File: src/rtl/sat_pkg.sv
package sat_pkg;
  localparam int unsigned SAT_DW    = 32;
  localparam int unsigned SAT_LEN_W = 7;
  localparam int unsigned SAT_IDX_W = $clog2(SAT_DW);
  localparam int unsigned SAT_CNT_W = SAT_LEN_W + 2;

  typedef enum logic [2:0] {
    WL_8  = 3'd0,
    WL_12 = 3'd1,
    WL_16 = 3'd2,
    WL_20 = 3'd3,
    WL_24 = 3'd4,
    WL_32 = 3'd5
  } wlen_code_e;

  // bits in one word for a given length code
  function automatic logic [SAT_IDX_W:0] word_bits(logic [2:0] code);
    return (code == WL_32) ? (SAT_IDX_W+1)'(32) : (SAT_IDX_W+1)'(16);
  endfunction

  // words sent after one frame-sync edge
  function automatic logic [SAT_CNT_W-1:0] frame_words(logic [SAT_LEN_W-1:0] len,
                                                       logic dual);
    logic [SAT_CNT_W-1:0] per;
    per = SAT_CNT_W'(len) + 1'b1;
    return dual ? (per << 1) : per;
  endfunction
endpackage

File: src/rtl/sat_fs_edge.sv
module sat_fs_edge (
  input  logic clk,
  input  logic rst_n,
  input  logic bit_tick,
  input  logic fsync,
  input  logic fs_pol,
  output logic fs_start
);
  logic act;
  logic act_q;

  assign act = fs_pol ? fsync : ~fsync;

  always_ff @(posedge clk) begin
    if (!rst_n)        act_q <= 1'b0;
    else if (bit_tick) act_q <= act;
  end

  assign fs_start = bit_tick & act & ~act_q;


  fs_one_shot_chk: assert property (@(posedge clk) disable iff (!rst_n)
    fs_start |=> !fs_start);
endmodule

File: src/rtl/sat_shifter.sv
module sat_shifter #(
  parameter int unsigned DW = 32
) (
  input  logic          clk,
  input  logic          rst_n,
  input  logic          load,
  input  logic          shift,
  input  logic          clear,
  input  logic [DW-1:0] word_in,
  output logic          ser_out
);
  logic [DW-1:0] sh;

  always_ff @(posedge clk) begin
    if (!rst_n)     sh <= '0;
    else if (load)  sh <= word_in;
    else if (shift) sh <= {sh[DW-2:0], 1'b0};
    else if (clear) sh <= '0;
  end

  assign ser_out = sh[DW-1];


  msb_shift_chk: assert property (@(posedge clk) disable iff (!rst_n)
    (shift && !load) |=> ser_out == $past(sh[DW-2]));
endmodule

File: src/rtl/sat_frame_seq.sv
module sat_frame_seq
  import sat_pkg::*;
#(
  parameter int unsigned IDX_W = SAT_IDX_W,
  parameter int unsigned CNT_W = SAT_CNT_W
) (
  input  logic             clk,
  input  logic             rst_n,
  input  logic             bit_tick,
  input  logic             fs_start,
  input  logic             dly,
  input  logic [IDX_W:0]   wbits,
  input  logic [CNT_W-1:0] total,
  output logic             load_word,
  output logic             shift_bit,
  output logic             clear_line,
  output logic             early_fs,
  output logic             in_frame
);
  logic             busy;
  logic             pend;
  logic [IDX_W-1:0] bit_idx;
  logic [CNT_W-1:0] words_rem;
  logic             last_bit;
  logic             more;
  logic             finished;

  assign last_bit = (bit_idx == '0);
  assign more     = (words_rem != '0);
  assign finished = ~pend & (~busy | (last_bit & ~more));
  assign in_frame = busy | pend;

  assign early_fs   = bit_tick & fs_start & ~finished;
  assign load_word  = bit_tick & ((fs_start & ~dly) |
                                  (~fs_start & pend) |
                                  (~fs_start & busy & last_bit & more));
  assign shift_bit  = bit_tick & ~fs_start & ~pend & busy & ~last_bit;
  assign clear_line = bit_tick & ~load_word & ~shift_bit;

  always_ff @(posedge clk) begin
    if (!rst_n) begin
      busy      <= 1'b0;
      pend      <= 1'b0;
      bit_idx   <= '0;
      words_rem <= '0;
    end else if (bit_tick) begin
      if (fs_start) begin
        pend      <= dly;
        busy      <= ~dly;
        words_rem <= total - 1'b1;
        bit_idx   <= IDX_W'(wbits - 1'b1);
      end else if (load_word) begin
        pend    <= 1'b0;
        busy    <= 1'b1;
        bit_idx <= IDX_W'(wbits - 1'b1);
        if (!pend) words_rem <= words_rem - 1'b1;
      end else if (shift_bit) begin
        bit_idx <= bit_idx - 1'b1;
      end else begin
        busy <= 1'b0;
      end
    end
  end


  words_cap_chk: assert property (@(posedge clk) disable iff (!rst_n)
    in_frame |-> words_rem < total);


  delay_slot_chk: assert property (@(posedge clk) disable iff (!rst_n)
    (fs_start && dly) |=> (pend && !busy && !load_word));
endmodule

File: src/rtl/sat_tx.sv
module sat_tx
  import sat_pkg::*;
#(
  parameter int unsigned DATA_W = SAT_DW,
  parameter int unsigned LEN_W  = SAT_LEN_W,
  localparam int unsigned IDX_W = $clog2(DATA_W),
  localparam int unsigned CNT_W = LEN_W + 2
) (
  input  logic              clk,
  input  logic              rst_n,
  input  logic              bit_tick,
  input  logic              fsync,
  input  logic [2:0]        cfg_wlen,
  input  logic [LEN_W-1:0]  cfg_len,
  input  logic              cfg_dual,
  input  logic              cfg_delay,
  input  logic              cfg_fs_pol,
  input  logic              s_valid,
  input  logic [DATA_W-1:0] s_data,
  output logic              s_ready,
  output logic              word_strobe,
  output logic              sdata,
  output logic              underflow,
  output logic              fs_error
);
  logic [IDX_W:0]    wb;
  logic [CNT_W-1:0]  total;
  logic [IDX_W:0]    shamt;
  logic [DATA_W-1:0] aligned;
  logic [DATA_W-1:0] word_in;
  logic              fs_start;
  logic              load_word;
  logic              shift_bit;
  logic              clear_line;
  logic              early_fs;
  logic              in_frame;

  assign wb      = word_bits(cfg_wlen);
  assign total   = frame_words(cfg_len, cfg_dual);
  assign shamt   = (IDX_W+1)'(DATA_W) - wb;
  assign aligned = s_data << shamt;
  assign word_in = s_valid ? aligned : '0;

  sat_fs_edge u_fs (
    .clk      (clk),
    .rst_n    (rst_n),
    .bit_tick (bit_tick),
    .fsync    (fsync),
    .fs_pol   (cfg_fs_pol),
    .fs_start (fs_start)
  );

  sat_frame_seq #(.IDX_W(IDX_W), .CNT_W(CNT_W)) u_seq (
    .clk        (clk),
    .rst_n      (rst_n),
    .bit_tick   (bit_tick),
    .fs_start   (fs_start),
    .dly        (cfg_delay),
    .wbits      (wb),
    .total      (total),
    .load_word  (load_word),
    .shift_bit  (shift_bit),
    .clear_line (clear_line),
    .early_fs   (early_fs),
    .in_frame   (in_frame)
  );

  sat_shifter #(.DW(DATA_W)) u_sh (
    .clk     (clk),
    .rst_n   (rst_n),
    .load    (load_word),
    .shift   (shift_bit),
    .clear   (clear_line),
    .word_in (word_in),
    .ser_out (sdata)
  );

  assign s_ready     = load_word;
  assign word_strobe = load_word;

  always_ff @(posedge clk) begin
    if (!rst_n) begin
      underflow <= 1'b0;
      fs_error  <= 1'b0;
    end else begin
      if (load_word && !s_valid) underflow <= 1'b1;
      if (early_fs)              fs_error  <= 1'b1;
    end
  end


  ready_tick_chk: assert property (@(posedge clk) disable iff (!rst_n)
    s_ready |-> bit_tick);


  first_bit_chk: assert property (@(posedge clk) disable iff (!rst_n)
    (s_ready && s_valid) |=> sdata == $past(aligned[DATA_W-1]));


  zero_fill_chk: assert property (@(posedge clk) disable iff (!rst_n)
    (s_ready && !s_valid) |=> !sdata);


  uflow_hold_chk: assert property (@(posedge clk) disable iff (!rst_n)
    underflow |=> underflow);


  fserr_hold_chk: assert property (@(posedge clk) disable iff (!rst_n)
    fs_error |=> fs_error);


  idle_low_chk: assert property (@(posedge clk) disable iff (!rst_n)
    clear_line |=> !sdata);
endmodule

File: config.mk
export PLATFORM = sky130hd
export DESIGN_NAME = sat_tx
export DESIGN_NICKNAME = d
export VERILOG_FILES = /design/src/rtl/sat_pkg.sv /design/src/rtl/sat_fs_edge.sv /design/src/rtl/sat_shifter.sv /design/src/rtl/sat_frame_seq.sv /design/src/rtl/sat_tx.sv
export SDC_FILE = /design/constraint.sdc
export NUM_CORES = 1
export LEC_CHECK = 0
export ABC_AREA = 1
export BUFFER_PORTS_ARGS = -buffer_cell sky130_fd_sc_hd__buf_2
export CORE_AREA = 2 2 102 104
export CTS_CLUSTER_DIAMETER = 150
export DETAILED_ROUTE_END_ITERATION = 6
export DIE_AREA = 0 0 104 106
export PLACE_DENSITY = 0.59
export RECOVER_POWER = 100
export REMOVE_ABC_BUFFERS = 1
export SLEW_MARGIN = 25
export SYNTH_ARGS = -nofsm -noshare
export SYNTH_HDL_FRONTEND = slang
export SYNTH_HIERARCHICAL = 1
export SYNTH_SLANG_ARGS = --single-unit
File: constraint.sdc
create_clock -name clk -period 2.5 [get_ports clk]
set_clock_uncertainty 0.2 [all_clocks]
set_input_delay 0.25 -clock clk [delete_from_list [all_inputs] [get_ports clk]]
set_output_delay 0.25 -clock clk [all_outputs]
set_load 0.03 [all_outputs]
== Yosys cells after proc, flatten, opt, wreduce, memory -nomap -nowiden ==
Cells that the tools add are included.
Word-level totals
  flip-flop bits (word level): 51
  input port bits: 50
  logic and storage cells: 79
Cells by class
  add/sub/neg operators: 6
  equality and inequality tests: 3
  shifts and indexed selects: 1
  muxes and demuxes: 18
  bitwise operators: 32
  reduce and logical (&&, ||, !) cells: 11
Operator list (number)
  $mux 32: 4
  $mux 9: 4
  $shl 32x6->32: 1
  $and 1x1->1: 18
  $sub 9x1->9 const B: 2
  $mux 5: 3
  $not 1->1: 11
  $sub 5x1->5 const B: 2
  $reduce_bool 9->1: 1
  $add 7x1->8 const B: 1
  $mux 1: 6
  $mux 6: 1
  $reduce_and 2->1: 3
  $reduce_bool 3->1: 2
  $sub 6x6->6 const A: 1
  $logic_not 5->1: 1
  $eq 3x3->1 const B: 1
  $ne 3x2->1 const B: 1
  $or 1x1->1: 3
  $reduce_and 3->1: 1
  $ne 2x1->1 const B: 1
  $reduce_bool 2->1: 1
  $logic_and 1x1->1: 1
  $logic_not 1->1: 1

== Longest topological paths before layout ==
  word-level depth: 16
  depth in mapped cells: 18
  mapped depth without buffers: 17

== By module ==
The synthesis kept the hierarchy.
Modules (own cells, without submodules)
  sat_shifter: instances 1, cells each 275, area each 1813.0 sq um, sequential area each 640.6 sq um
  sat_frame_seq: instances 1, cells each 220, area each 1356.3 sq um, sequential area each 320.3 sq um
  sat_tx: instances 1, cells each 143, area each 680.7 sq um, sequential area each 40.0 sq um
  sat_fs_edge: instances 1, cells each 11, area each 68.8 sq um, sequential area each 20.0 sq um

== Least setup slack after synthesis ==
No wires, ideal clock.
  kind: input to register
  from: in cfg_fs_pol
  to: reg u_sh.sh[10]
  setup time: 66 ps
  arrival time: 2013 ps
  required time: 2234 ps
  setup slack: 220 ps
  stages on the path: 16
  path buffers: 3
  path through: inv_1 -> nand2_1 -> nand3_2 -> nor2_1 -> inv_2 -> o21a_1 -> nand2_2 -> nand2_2 -> buf_4 -> inv_2 -> buf_4 -> inv_2 -> buf_2 -> nand2_1 -> nand2_1 -> a21oi_2
On the way
  cells in the longest elaborated chain, start to end: 13
Ends and longest elaborated chain
  from (decl): RTL line sat_tx.sv:17  | input logic cfg_fs_pol,
  $mux 1 (*): RTL line sat_fs_edge.sv:12  | assign act = fs_pol ? fsync : ~fsync;
  $and 1x1->1 (*) (2 in a row): RTL line sat_fs_edge.sv:19  | assign fs_start = bit_tick & act & ~act_q;
  net fs_start: RTL line sat_tx.sv:31  | logic fs_start;
  $not 1->1: RTL line sat_frame_seq.sv:35, sat_frame_seq.sv:36
  $and 1x1->1 (3 in a row): RTL line sat_frame_seq.sv:36  | (~fs_start & busy & last_bit & more));
  $or 1x1->1 (*): RTL line sat_frame_seq.sv:35  | (~fs_start & pend) |
  $and 1x1->1 (*): RTL line sat_frame_seq.sv:34  | assign load_word = bit_tick & ((fs_start & ~dly) |
  net s_ready: RTL line sat_tx.sv:20  | output logic s_ready,
  $not 1->1: RTL line sat_frame_seq.sv:38  | assign clear_line = bit_tick & ~load_word & ~shift_bit;
  $and 1x1->1 (2 in a row): RTL line sat_frame_seq.sv:38
  $reduce_bool 3->1 (no source line)
  to (signal assigned): RTL line sat_shifter.sv:16  | else if (load) sh <= word_in;
  to (signal assigned): RTL line sat_shifter.sv:17  | else if (shift) sh <= {sh[DW-2:0], 1'b0};
  to (decl): RTL line sat_shifter.sv:12  | logic [DW-1:0] sh;
The timed path passes the listed nets; every way through them passes the cells marked *.
A chain may end at the register's enable or synchronous reset.

== Final worst setup path ==
  from: reg u_seq.bit_idx[1]
  to: out s_ready
On the way
  cells in the longest elaborated chain, start to end: 5
Ends and longest elaborated chain
  from (decl): RTL line sat_frame_seq.sv:22  | logic [IDX_W-1:0] bit_idx;
  from (signal assigned): RTL line sat_frame_seq.sv:51  | bit_idx <= IDX_W'(wbits - 1'b1);
  from (signal assigned): RTL line sat_frame_seq.sv:55  | bit_idx <= IDX_W'(wbits - 1'b1);
  from (signal assigned): RTL line sat_frame_seq.sv:58  | bit_idx <= bit_idx - 1'b1;
  $logic_not 5->1: RTL line sat_frame_seq.sv:28  | assign last_bit = (bit_idx == '0);
  $and 1x1->1 (2 in a row): RTL line sat_frame_seq.sv:36
  $or 1x1->1: RTL line sat_frame_seq.sv:35
  $and 1x1->1: RTL line sat_frame_seq.sv:34
  to (decl): RTL line sat_tx.sv:20
No other way between the ends.

==> flow_summary.yaml <==
outcome:
  status: "complete, no violations"
sta:
  post-route-period-util_pct: 92.9
  setup_viol: 0
  grt_setup_unrepaired: "no"
  finalMaxSlewViolations: 0
  slew_headroom_pct: 62.4
  tightest_slew_ps: 563
  holdWs_ps: 39.2
  fmax_ghz: 0.430
  min_period_ps: 2320
  hold_violations: 0
yosys:
  avgSynthCellArea_um2: 6.04
  yosysWarnings: 6
  syn_area_um2: 3920
  synth_cells: 648
critical_path:
  end_kind: "primary output"
  start_kind: "flop"
  criticalPathCategory: "flop to primary output"
  arrival_ps: 1870
  worstPathRequired_ps: 2050
  critPathMaxFanout: 17
clocking:
  cts_buffers: 5
  cts_tree: "built"
  path_clk_slew_ps: 90
  cts-root-buf: "clkbuf_8"
  clock_path_buffers: 2
  clock_latency_ps: 310
  clkSinkCount: 51
  h-tree-depth: 2
route:
  vias_per_cell: 4.68
  drtIter0Drc: 182
  routedWlPerCell_um: 11.4
  vias: 3904
  drc: 0
  firstDrtPassIters: 4
  ant_nets: 0
  routed_wl_um: 9490
global_routing:
  grt_pass1_vias: 3588
  track_usage_pct: 17.3
  overflow: 0
  antenna_found_initial: 0
  grt_pass1_wl_um: 16200
  grt_start_max_net_pins: 35
floorplan:
  die_y_um: 106
  num_io_pins: 55
  fp.dieW_um: 104
  start_util_pct: 39.2
  core_area_um2: 10000
  floorplan.die_area_um2: 11000
  rows: 37
min_path:
  holdCritPathClass: "primary input to flop"
finish:
  layout.nets: 752
  n_fill_cell: 1150
  drive_above_1_share_pct: 18.3
  area_growth_pct: 12.8
  final_util_pct: 44.2
  n_antenna_cell: 0
job:
  cap_violations: 0
place:
  portBuffers: 54
  gp_congestion: 0.885
  hpwlAfterDp_um: 6600
pwr:
  powerDensity_nw_per_um2: 503
  p_leak_nw: 2.15
  ir_worst_vdd_uv: 318
## stage by stage
step	TNS (ps)	instances	total power, mW	instance area (um2)	setup WS, ps
after global routing	0	835	2.37	4420	10.2
after global placement	0	824	1.53	4270	147
after detailed placement	0	824	1.54	4270	71.6
final	0	835	2.22	4420	177
after CTS	0	832	2.24	4400	14.0
after floorplan	-29990	624	1.36	3710	-829
## worst max-delay path, stage by stage, from the launching register on
cell,delay [ps]
dfxtp_1,300
inv_1,120
ha_4,170
nand3_2,130
nor2_1,110
nand2_1,70
nand2_2,90
nand2_2,80
inv_4,130
buf_12,160
clkbuf_4,200
## what timing repair did
item / in CTS / in global routing
setup endpoints to repair: 0 / 4
gates resized for setup: 0 / 6
hold buffers: 0 / 0
buffers inserted: 0 / 2
## cell usage in the layout (no fill, tap or decap), types with 2 or more instances in the layout
cell	count
a21oi_1	23
a21oi_2	25
buf_12	3
buf_2	49
buf_4	9
bufinv_16	2
clkbuf_1	4
clkbuf_4	2
clkbuf_8	5
conb_1	9
dfxtp_1	51
ha_1	3
inv_1	87
inv_2	6
nand2_1	205
nand2_2	8
nand2_4	2
nand3_1	56
nand3_2	3
nand3b_1	3
nand4_1	2
nor2_1	82
nor2_2	2
nor2_4	2
nor3_1	4
o21ai_0	20
o21ai_1	4
o21ai_2	4
o21bai_1	2
xnor2_1	3
xor2_1	8
## routing by layer
| metal | routed length (um) | vias up | global-route usage [%] |
|---|---|---|---|
| met4 | 120 | 0 | 5.12 |
| met2 | 4300 | 72 | 28.2 |
| met5 | 0 | - | 0 |
| met1 | 4770 | 1750 | 23.8 |
| met3 | 298 | 11 | 2.33 |
| li1 | - | 2071 | - |
## registers in the layout, indices dropped and copies added, names as in the netlist
name,count
u_sh/sh,32
u_seq/pend,1
fs_error,1
u_seq/words_rem,9
underflow,1
u_fs/act_q,1
u_seq/busy,1
u_seq/bit_idx,5
## path summary, 6_finish.rpt
| kind | from | cells past startpoint | slack (ps) | endpoint |
|---|---|---|---|---|
| worst min register to register | u_fs/act_q | 2 | 280 | u_fs/act_q |
| worst max register to register | u_fs/act_q | 11 | 210 | u_seq/words_rem[4] |
| worst min-delay path | cfg_fs_pol | 4 | 40 | u_fs/act_q |
| worst max-delay path | u_seq/bit_idx[1] | 10 | 180 | s_ready |
## power breakdown
group	internal [mW]	switching, mW
registers	0.864	0.0323
logic	0.241	0.399
clock network	0.400	0.285
## area by class of cell
cell class / instances / area [um2] / share of cell area, %
Inverter: 96 / 364 / 8.24
Sequential cell: 51 / 1020 / 23.1
Clock buffer: 6 / 72.6 / 1.64
Timing Repair Buffer: 67 / 424 / 9.60
Tap cell: 136 / 170 / 3.85
Multi-Input combinational cell: 477 / 2310 / 52.2
Clock inverter: 2 / 60.1 / 1.36
Note: power is estimated with default switching activity, not from simulation.
